<file path="src/rtl/nip_pkg.sv">
package nip_pkg;
  typedef enum logic [2:0] {
    BK_SEQ  = 3'd0,
    BK_REL  = 3'd1,
    BK_EQ   = 3'd2,
    BK_GT   = 3'd3,
    BK_LT   = 3'd4,
    BK_REG  = 3'd5,
    BK_HALT = 3'd6,
    BK_SPARE = 3'd7
  } br_kind_e;

  typedef enum logic [2:0] {
    TS_HOLD, TS_SEQ, TS_FALL, TS_REL, TS_REG
  } tgt_sel_e;

  localparam int FLAG_W = 3;
  localparam int FL_ZF  = 0;
  localparam int FL_SF  = 1;
  localparam int FL_OF  = 2;
  localparam int JUMP_LEN = 2;
endpackage

</file>
<file path="src/rtl/nip_rst_sync.sv">
module nip_rst_sync #(
  parameter int STAGES = 2
) (
  input  logic clk,
  input  logic rst_n,
  output logic rst_sync_n
);
  logic [STAGES-1:0] chain_q;

  generate
    if (STAGES == 1) begin : g_single
      always_ff @(posedge clk or negedge rst_n) begin
        if (!rst_n) chain_q <= '0;
        else        chain_q <= 1'b1;
      end
    end else begin : g_multi
      always_ff @(posedge clk or negedge rst_n) begin
        if (!rst_n) chain_q <= '0;
        else        chain_q <= {chain_q[STAGES-2:0], 1'b1};
      end
    end
  endgenerate

  assign rst_sync_n = chain_q[STAGES-1];
endmodule

</file>
<file path="src/rtl/nip_cond.sv">
module nip_cond
  import nip_pkg::*;
(
  input  logic [2:0]        kind,
  input  logic [FLAG_W-1:0] flags,
  input  logic              halted,
  output tgt_sel_e          sel,
  output logic              jump
);
  logic zf, sf, ovf, met, is_cond;
  br_kind_e k;

  always_comb begin
    k   = br_kind_e'(kind);
    zf  = flags[FL_ZF];
    sf  = flags[FL_SF];
    ovf = flags[FL_OF];
    met     = 1'b0;
    is_cond = 1'b0;
    case (k)
      BK_EQ: begin is_cond = 1'b1; met = zf; end
      BK_GT: begin is_cond = 1'b1; met = !zf && (sf == ovf); end
      BK_LT: begin is_cond = 1'b1; met = (sf != ovf); end
      default: ;
    endcase

    sel  = TS_SEQ;
    jump = 1'b0;
    if (halted || k == BK_HALT) begin
      sel = TS_HOLD;
    end else if (k == BK_REL) begin
      sel = TS_REL; jump = 1'b1;
    end else if (k == BK_REG) begin
      sel = TS_REG; jump = 1'b1;
    end else if (is_cond) begin
      sel  = met ? TS_REL : TS_FALL;
      jump = met;
    end
  end

  // a failed condition never reports a jump
  always_comb begin
    if (is_cond && !met && !halted)
      p_fail_not_taken_r3: assert (!jump && sel == TS_FALL);
  end
endmodule

</file>
<file path="src/rtl/nip_target.sv">
module nip_target
  import nip_pkg::*;
#(
  parameter int AW = 32,
  parameter int DW = 8,
  parameter int LW = 3
) (
  input  logic [AW-1:0] ip,
  input  logic [LW-1:0] ilen,
  input  logic [DW-1:0] disp,
  input  logic [AW-1:0] reg_value,
  input  tgt_sel_e      sel,
  output logic [AW-1:0] next_ip
);
  localparam logic [AW-1:0] STEP2 = AW'(JUMP_LEN);

  logic [AW-1:0] disp_ext, fall_addr, rel_addr, seq_addr;

  always_comb begin
    disp_ext  = {{(AW-DW){disp[DW-1]}}, disp};
    fall_addr = ip + STEP2;
    rel_addr  = fall_addr + disp_ext;
    seq_addr  = ip + {{(AW-LW){1'b0}}, ilen};
    case (sel)
      TS_HOLD: next_ip = ip;
      TS_FALL: next_ip = fall_addr;
      TS_REL:  next_ip = rel_addr;
      TS_REG:  next_ip = reg_value;
      default: next_ip = seq_addr;
    endcase
  end
endmodule

</file>
<file path="src/rtl/nip_state.sv">
module nip_state #(
  parameter int AW = 32
) (
  input  logic          clk,
  input  logic          rst_n,
  input  logic          step,
  input  logic          halt_req,
  input  logic [AW-1:0] next_ip,
  output logic [AW-1:0] ip_q,
  output logic          halted_q
);
  logic [AW-1:0] ip_d;
  logic          halted_d;
  logic          load_en;

  always_comb begin
    load_en  = step && !halted_q;
    ip_d     = load_en ? next_ip : ip_q;
    halted_d = halted_q || (load_en && halt_req);
  end

  always_ff @(posedge clk or negedge rst_n) begin
    if (!rst_n) begin
      ip_q     <= '0;
      halted_q <= 1'b0;
    end else begin
      ip_q     <= ip_d;
      halted_q <= halted_d;
    end
  end

  p_halt_sticky_r9: assert property (@(posedge clk) disable iff (!rst_n)
    halted_q |=> halted_q);
  p_halt_freeze_r9: assert property (@(posedge clk) disable iff (!rst_n)
    halted_q |=> $stable(ip_q));
  p_hold_no_step_r10: assert property (@(posedge clk) disable iff (!rst_n)
    !step |=> $stable(ip_q));
endmodule

</file>
<file path="src/rtl/nip_branch_unit.sv">
module nip_branch_unit
  import nip_pkg::*;
#(
  parameter int AW = 32,
  parameter int DW = 8,
  parameter int LW = 3,
  parameter int SYNC_STAGES = 2
) (
  input  logic              clk,
  input  logic              rst_n,
  input  logic              step,
  input  logic [2:0]        kind,
  input  logic [LW-1:0]     ilen,
  input  logic [DW-1:0]     disp,
  input  logic [AW-1:0]     reg_value,
  input  logic [FLAG_W-1:0] flags,
  output logic [AW-1:0]     ip,
  output logic [AW-1:0]     next_ip,
  output logic              taken,
  output logic              halted
);
  localparam logic [AW-1:0] STEP2 = AW'(JUMP_LEN);

  logic     rst_sync_n;
  tgt_sel_e sel;
  logic     jump;
  logic     halt_req;

  nip_rst_sync #(.STAGES(SYNC_STAGES)) u_rst (
    .clk(clk), .rst_n(rst_n), .rst_sync_n(rst_sync_n)
  );

  nip_cond u_cond (
    .kind(kind), .flags(flags), .halted(halted), .sel(sel), .jump(jump)
  );

  nip_target #(.AW(AW), .DW(DW), .LW(LW)) u_tgt (
    .ip(ip), .ilen(ilen), .disp(disp), .reg_value(reg_value),
    .sel(sel), .next_ip(next_ip)
  );

  assign halt_req = (kind == BK_HALT);
  assign taken    = jump;

  nip_state #(.AW(AW)) u_state (
    .clk(clk), .rst_n(rst_sync_n), .step(step), .halt_req(halt_req),
    .next_ip(next_ip), .ip_q(ip), .halted_q(halted)
  );

  p_rel_target_r2: assert property (@(posedge clk) disable iff (!rst_sync_n)
    (step && !halted && kind == BK_REL) |=>
      ip == $past(ip + STEP2 + {{(AW-DW){disp[DW-1]}}, disp}));
  p_reg_load_r7: assert property (@(posedge clk) disable iff (!rst_sync_n)
    (step && !halted && kind == BK_REG) |=> ip == $past(reg_value));
  p_seq_adv_r8: assert property (@(posedge clk) disable iff (!rst_sync_n)
    (step && !halted && kind == BK_SEQ) |=>
      ip == $past(ip + {{(AW-LW){1'b0}}, ilen}));
  p_halt_enter_r9: assert property (@(posedge clk) disable iff (!rst_sync_n)
    (step && kind == BK_HALT) |=> (halted && $stable(ip)));
  p_halt_no_take_r9: assert property (@(posedge clk) disable iff (!rst_sync_n)
    halted |-> !taken);
endmodule

</file>
<file path="config.mk">
export PLATFORM = sky130hd
export DESIGN_NAME = nip_branch_unit
export DESIGN_NICKNAME = d
export VERILOG_FILES = /design/src/rtl/nip_pkg.sv /design/src/rtl/nip_rst_sync.sv /design/src/rtl/nip_cond.sv /design/src/rtl/nip_target.sv /design/src/rtl/nip_state.sv /design/src/rtl/nip_branch_unit.sv
export SDC_FILE = /design/constraint.sdc
export NUM_CORES = 1
export LEC_CHECK = 0
export BUFFER_PORTS_ARGS = -buffer_cell sky130_fd_sc_hd__clkbuf_2
export CAP_MARGIN = 5
export CORE_AREA = 2 2 94 132
export CTS_CLUSTER_SIZE = 10
export DETAILED_ROUTE_END_ITERATION = 10
export DIE_AREA = 0 0 96 134
export PLACE_DENSITY_LB_ADDON = 0.15
export SETUP_SLACK_MARGIN = 0.05
export SLEW_MARGIN = 20
export SYNTH_ARGS = -nofsm -noshare
export SYNTH_HDL_FRONTEND = slang
export SYNTH_SLANG_ARGS = --single-unit
export TNS_END_PERCENT = 100
</file>
<file path="constraint.sdc">
create_clock -name clk -period 6.72 [get_ports clk]
set_input_delay 1.008 -clock clk [delete_from_list [all_inputs] [get_ports clk]]
set_output_delay 1.008 -clock clk [all_outputs]
set_load 0.05 [all_outputs]
</file>
==> summary.md <==
| Metric | Value |
|---|---|
| Max_slew headroom | 27.2% |
| Fin. Hold Viols | 0 |
| Design area | 6350 sq um |
| Multi-input gate area | 4440 sq um |
| Chip Height | 134 um |
| Max Clock Freq | 172 MHz |
| Post-Route Setup TNS | 0 ns |
| Cell Count Post-Placement | 1,004 |
| Tot Pwr | 3.31 mW |
| CP Capture Type | output port |
| Sequential-to-total area share from yosys stat | 15.6% |
| I/O pin total | 118 |
| Detailed-route DRC error count | 0 |
| ANT cells | 0 |
| Width of the die | 96 um |
| Initial antenna violation count | 0 |
| Fin crit period | 5.81 ns |
| Total Wirelength | 22.5 mm |
| Dominant cell type by area after synthesis | dfrtp_1 |
| Pin count of the biggest net entering global routing | 37 |
| Wire per inst | 22.3 um |
| Pins over their slew limit | 0 |
| Fill cells | 1,196 |
| WP data arrival | 4.80 ns |
| Total CTS buffers | 5 |
| Power Density | 522 nW/um^2 |
| Share of layout cells above drive strength 1 | 18.0% |
| CP bufs+invs | 1 |
| Worst-path cell chain | and4_1 > nand4_1 > or4_1 > xnor2_1 > ha_1 > a21oi_1 > o21bai_1 > a21oi_1 > o21ai_0 > a21oi_1 > and4b_1 > mux2_2 > nor2_1 > a22oi_1 > clkbuf_2 |
| Ranking of synthesized cells by area | dfrtp_1 (16%), ha_1 (8.9%), a21oi_1 (7.1%), nand2_1 (6.9%), xnor2_1 (6.2%) |
| DRT iter0 DRCs | 458 |
| CTS Root Cell | clkbuf_16 |
| Leakage | 2.80 nW |
| Top delay family on crit path | simple AND/OR/NAND/NOR gates |
| Port buffer count | 117 |
| Detail Route Antenna Nets | 0 |
| Worst setup path category | reg -> out |
| Clock skew | 0.0115 ns |
| Total track usage | 34.5% |
| Synth top area share | 15.6% |
| EDFF count, synth | 0 |
| Mapped Area | 5630 sq um |
| Die area | 12,900 sq um |
| Remaining Overflow, GRT | 0 |
| RSZ-0062 raised after global routing | no |
| CTS tree | yes |
| Worst path required time | 5.71 ns |
| H-tree Lvls | 2 |
| Most frequent CP cell | a21oi_1 |
| Slowest cell delay on critical path | 0.68 ns |
| Max-cap violations | 0 |
| Area grow syn2layout | 12.8% |
| Most frequent cells in the layout | clkbuf_2 (117), nand2_1 (103), a21oi_1 (79), nor2_1 (74), o21ai_0 (47) |
| CP Max Fanout | 13 |
| Post-CTS sizing | 0 |
| FFs w/ async S/R, synth | 100% |
| Synth Instances | 793 |
| Clk sinks | 35 |
| Starting density of the core | 48.1% |
| Syn_area_per_cell | 7.10 sq um |
| Synth Flop Type | dfrtp_1 |
| Non-Filler Instances | 1,012 |
| Vias per inst | 6.50 |
| Row cnt | 47 |
| 1st-pass router iterations | 5 |
| Max IR drop VDD | 0.000291 V |
| Least-Margin Pin Slew | 1.09 ns |
| Vias in the first global route | 6,142 |
| Hold bufs inserted after CTS | 0 |
| Maximum buffer depth of the clock tree | 2 |
| DR vias | 6,578 |
| Clk_lat worst skew | 0.30 ns |
| Yosys cell types | 73 |
| # setup viols final | 0 |
| Clock-pin slew on the worst setup and hold paths | 0.07 ns |
| First-pass GRT wire length | 33.8 mm |
| Post-CTS setup buffers | 0 |
| Commonest non-fill, non-tap cell in the layout | clkbuf_2 |
| Crit share post-route | 86.4% |
| Slowest CP cell | or4_1 |
| Yosys warns | 0 |
| Dpl cell area | 6210 sq um |
| Worst hold path class | reg -> async |
| Core ar. | 11,700 sq um |
| Post-DP HPWL | 17.1 mm |
| Startpoint types | register |
| FF+latch count, synth | 35 |
| Gpl congestion | 0.983 |
| Mapped Nets | 887 |
| Net count, final | 958 |
| Status | complete, no violations |
| R2R setup slack | 2.26 ns |
| Register area | 876 sq um |
## final cells by class
cell class                      instances  share of cell area (%)
Multi-Input combinational cell        680                    69.9
Sequential cell                        35                    13.8
Timing Repair Buffer                  125                    10.2
Tap cell                              147                    2.90
Clock buffer                            6                    2.03
Inverter                               17                    1.01
Clock inverter                          2                   0.197
## synth_stat cells (6+ instances only)
cell and number:
nor2_1 74, dfrtp_1 35, nor2b_1 8, clkbuf_1 40, a222oi_1 6, nand4_1 17, nor3_1 13, o21ai_1 6
a31oi_1 18, a221oi_1 13, a211oi_1 7, nand2b_1 9, xnor2_1 40, o21ai_0 47, ha_1 40, nand2_1 103
mux2_2 9, o211ai_1 10, inv_1 17, nand3_1 21, and3_1 7, a21oi_1 80, a21o_1 14, nor4_1 7
buf_2 9, and2_1 6, or3_1 6, o22a_1 6, a221o_1 9, xor2_1 34
## state kept, by name (all words and copies together), names as in the netlist
| name | cells |
|---|---|
| u_state.halted_q | 1 |
| u_state.ip_q | 32 |
| u_rst.chain_q | 2 |
## logic make-up after synthesis
logic type	Yosys count	share of synthesized area (%)
AOI/OAI and AO/OA	256	29.6
xor gates and xnor gates	74	11.5
adders and majority gates	42	9.60
buffers and inverters	78	5.89
DFF	35	15.6
muxes	12	2.33
other	1	0.0666
and+or+nand+nor	295	25.4
## per-layer routing
| layer | vias to the layer above | global-route usage [%] | wire length [um] |
|---|---|---|---|
| li1 | 3043 | - | - |
| met1 | 3131 | 39.5 | 8160 |
| met2 | 325 | 58.5 | 11400 |
| met3 | 79 | 3.76 | 1320 |
| met4 | 0 | 23.7 | 1670 |
| met5 | - | 0 | 0 |
## stage by stage
| step | util (%) | setup slack, ns | hold WS, ns |
|---|---|---|---|
| after global placement | 53.0 | 1.37 | 0.306 |
| after floorplan | - | 1.14 | 0.331 |
| final | 54.2 | 0.911 | 0.296 |
| after global routing | 54.2 | 0.571 | 0.372 |
| after CTS | 54.2 | 0.935 | 0.320 |
| after detailed placement | 53.0 | 1.27 | 0.316 |
## power breakdown
part | switching, mW | internal, mW
Clock | 0.110 | 0.138
Sequential | 0.261 | 0.291
Combinational | 1.75 | 0.758
Total | 2.12 | 1.19
## path summary, 6_finish.rpt
| path | start | endpoint | cells after the start |
|---|---|---|---|
| max | u_state.ip_q[3] | next_ip[30] | 15 |
| min | u_rst.chain_q[1] | u_state.ip_q[16] | 1 |
| max reg2reg | u_state.ip_q[8] | u_state.ip_q[31] | 15 |
| min reg2reg | u_rst.chain_q[1] | u_state.ip_q[16] | 1 |
| max in group asynchronous | u_rst.chain_q[1] | u_state.ip_q[18] | 1 |
| min in group clk | u_rst.chain_q[0] | u_rst.chain_q[1] | 0 |
(Power assumes the default switching activity.)
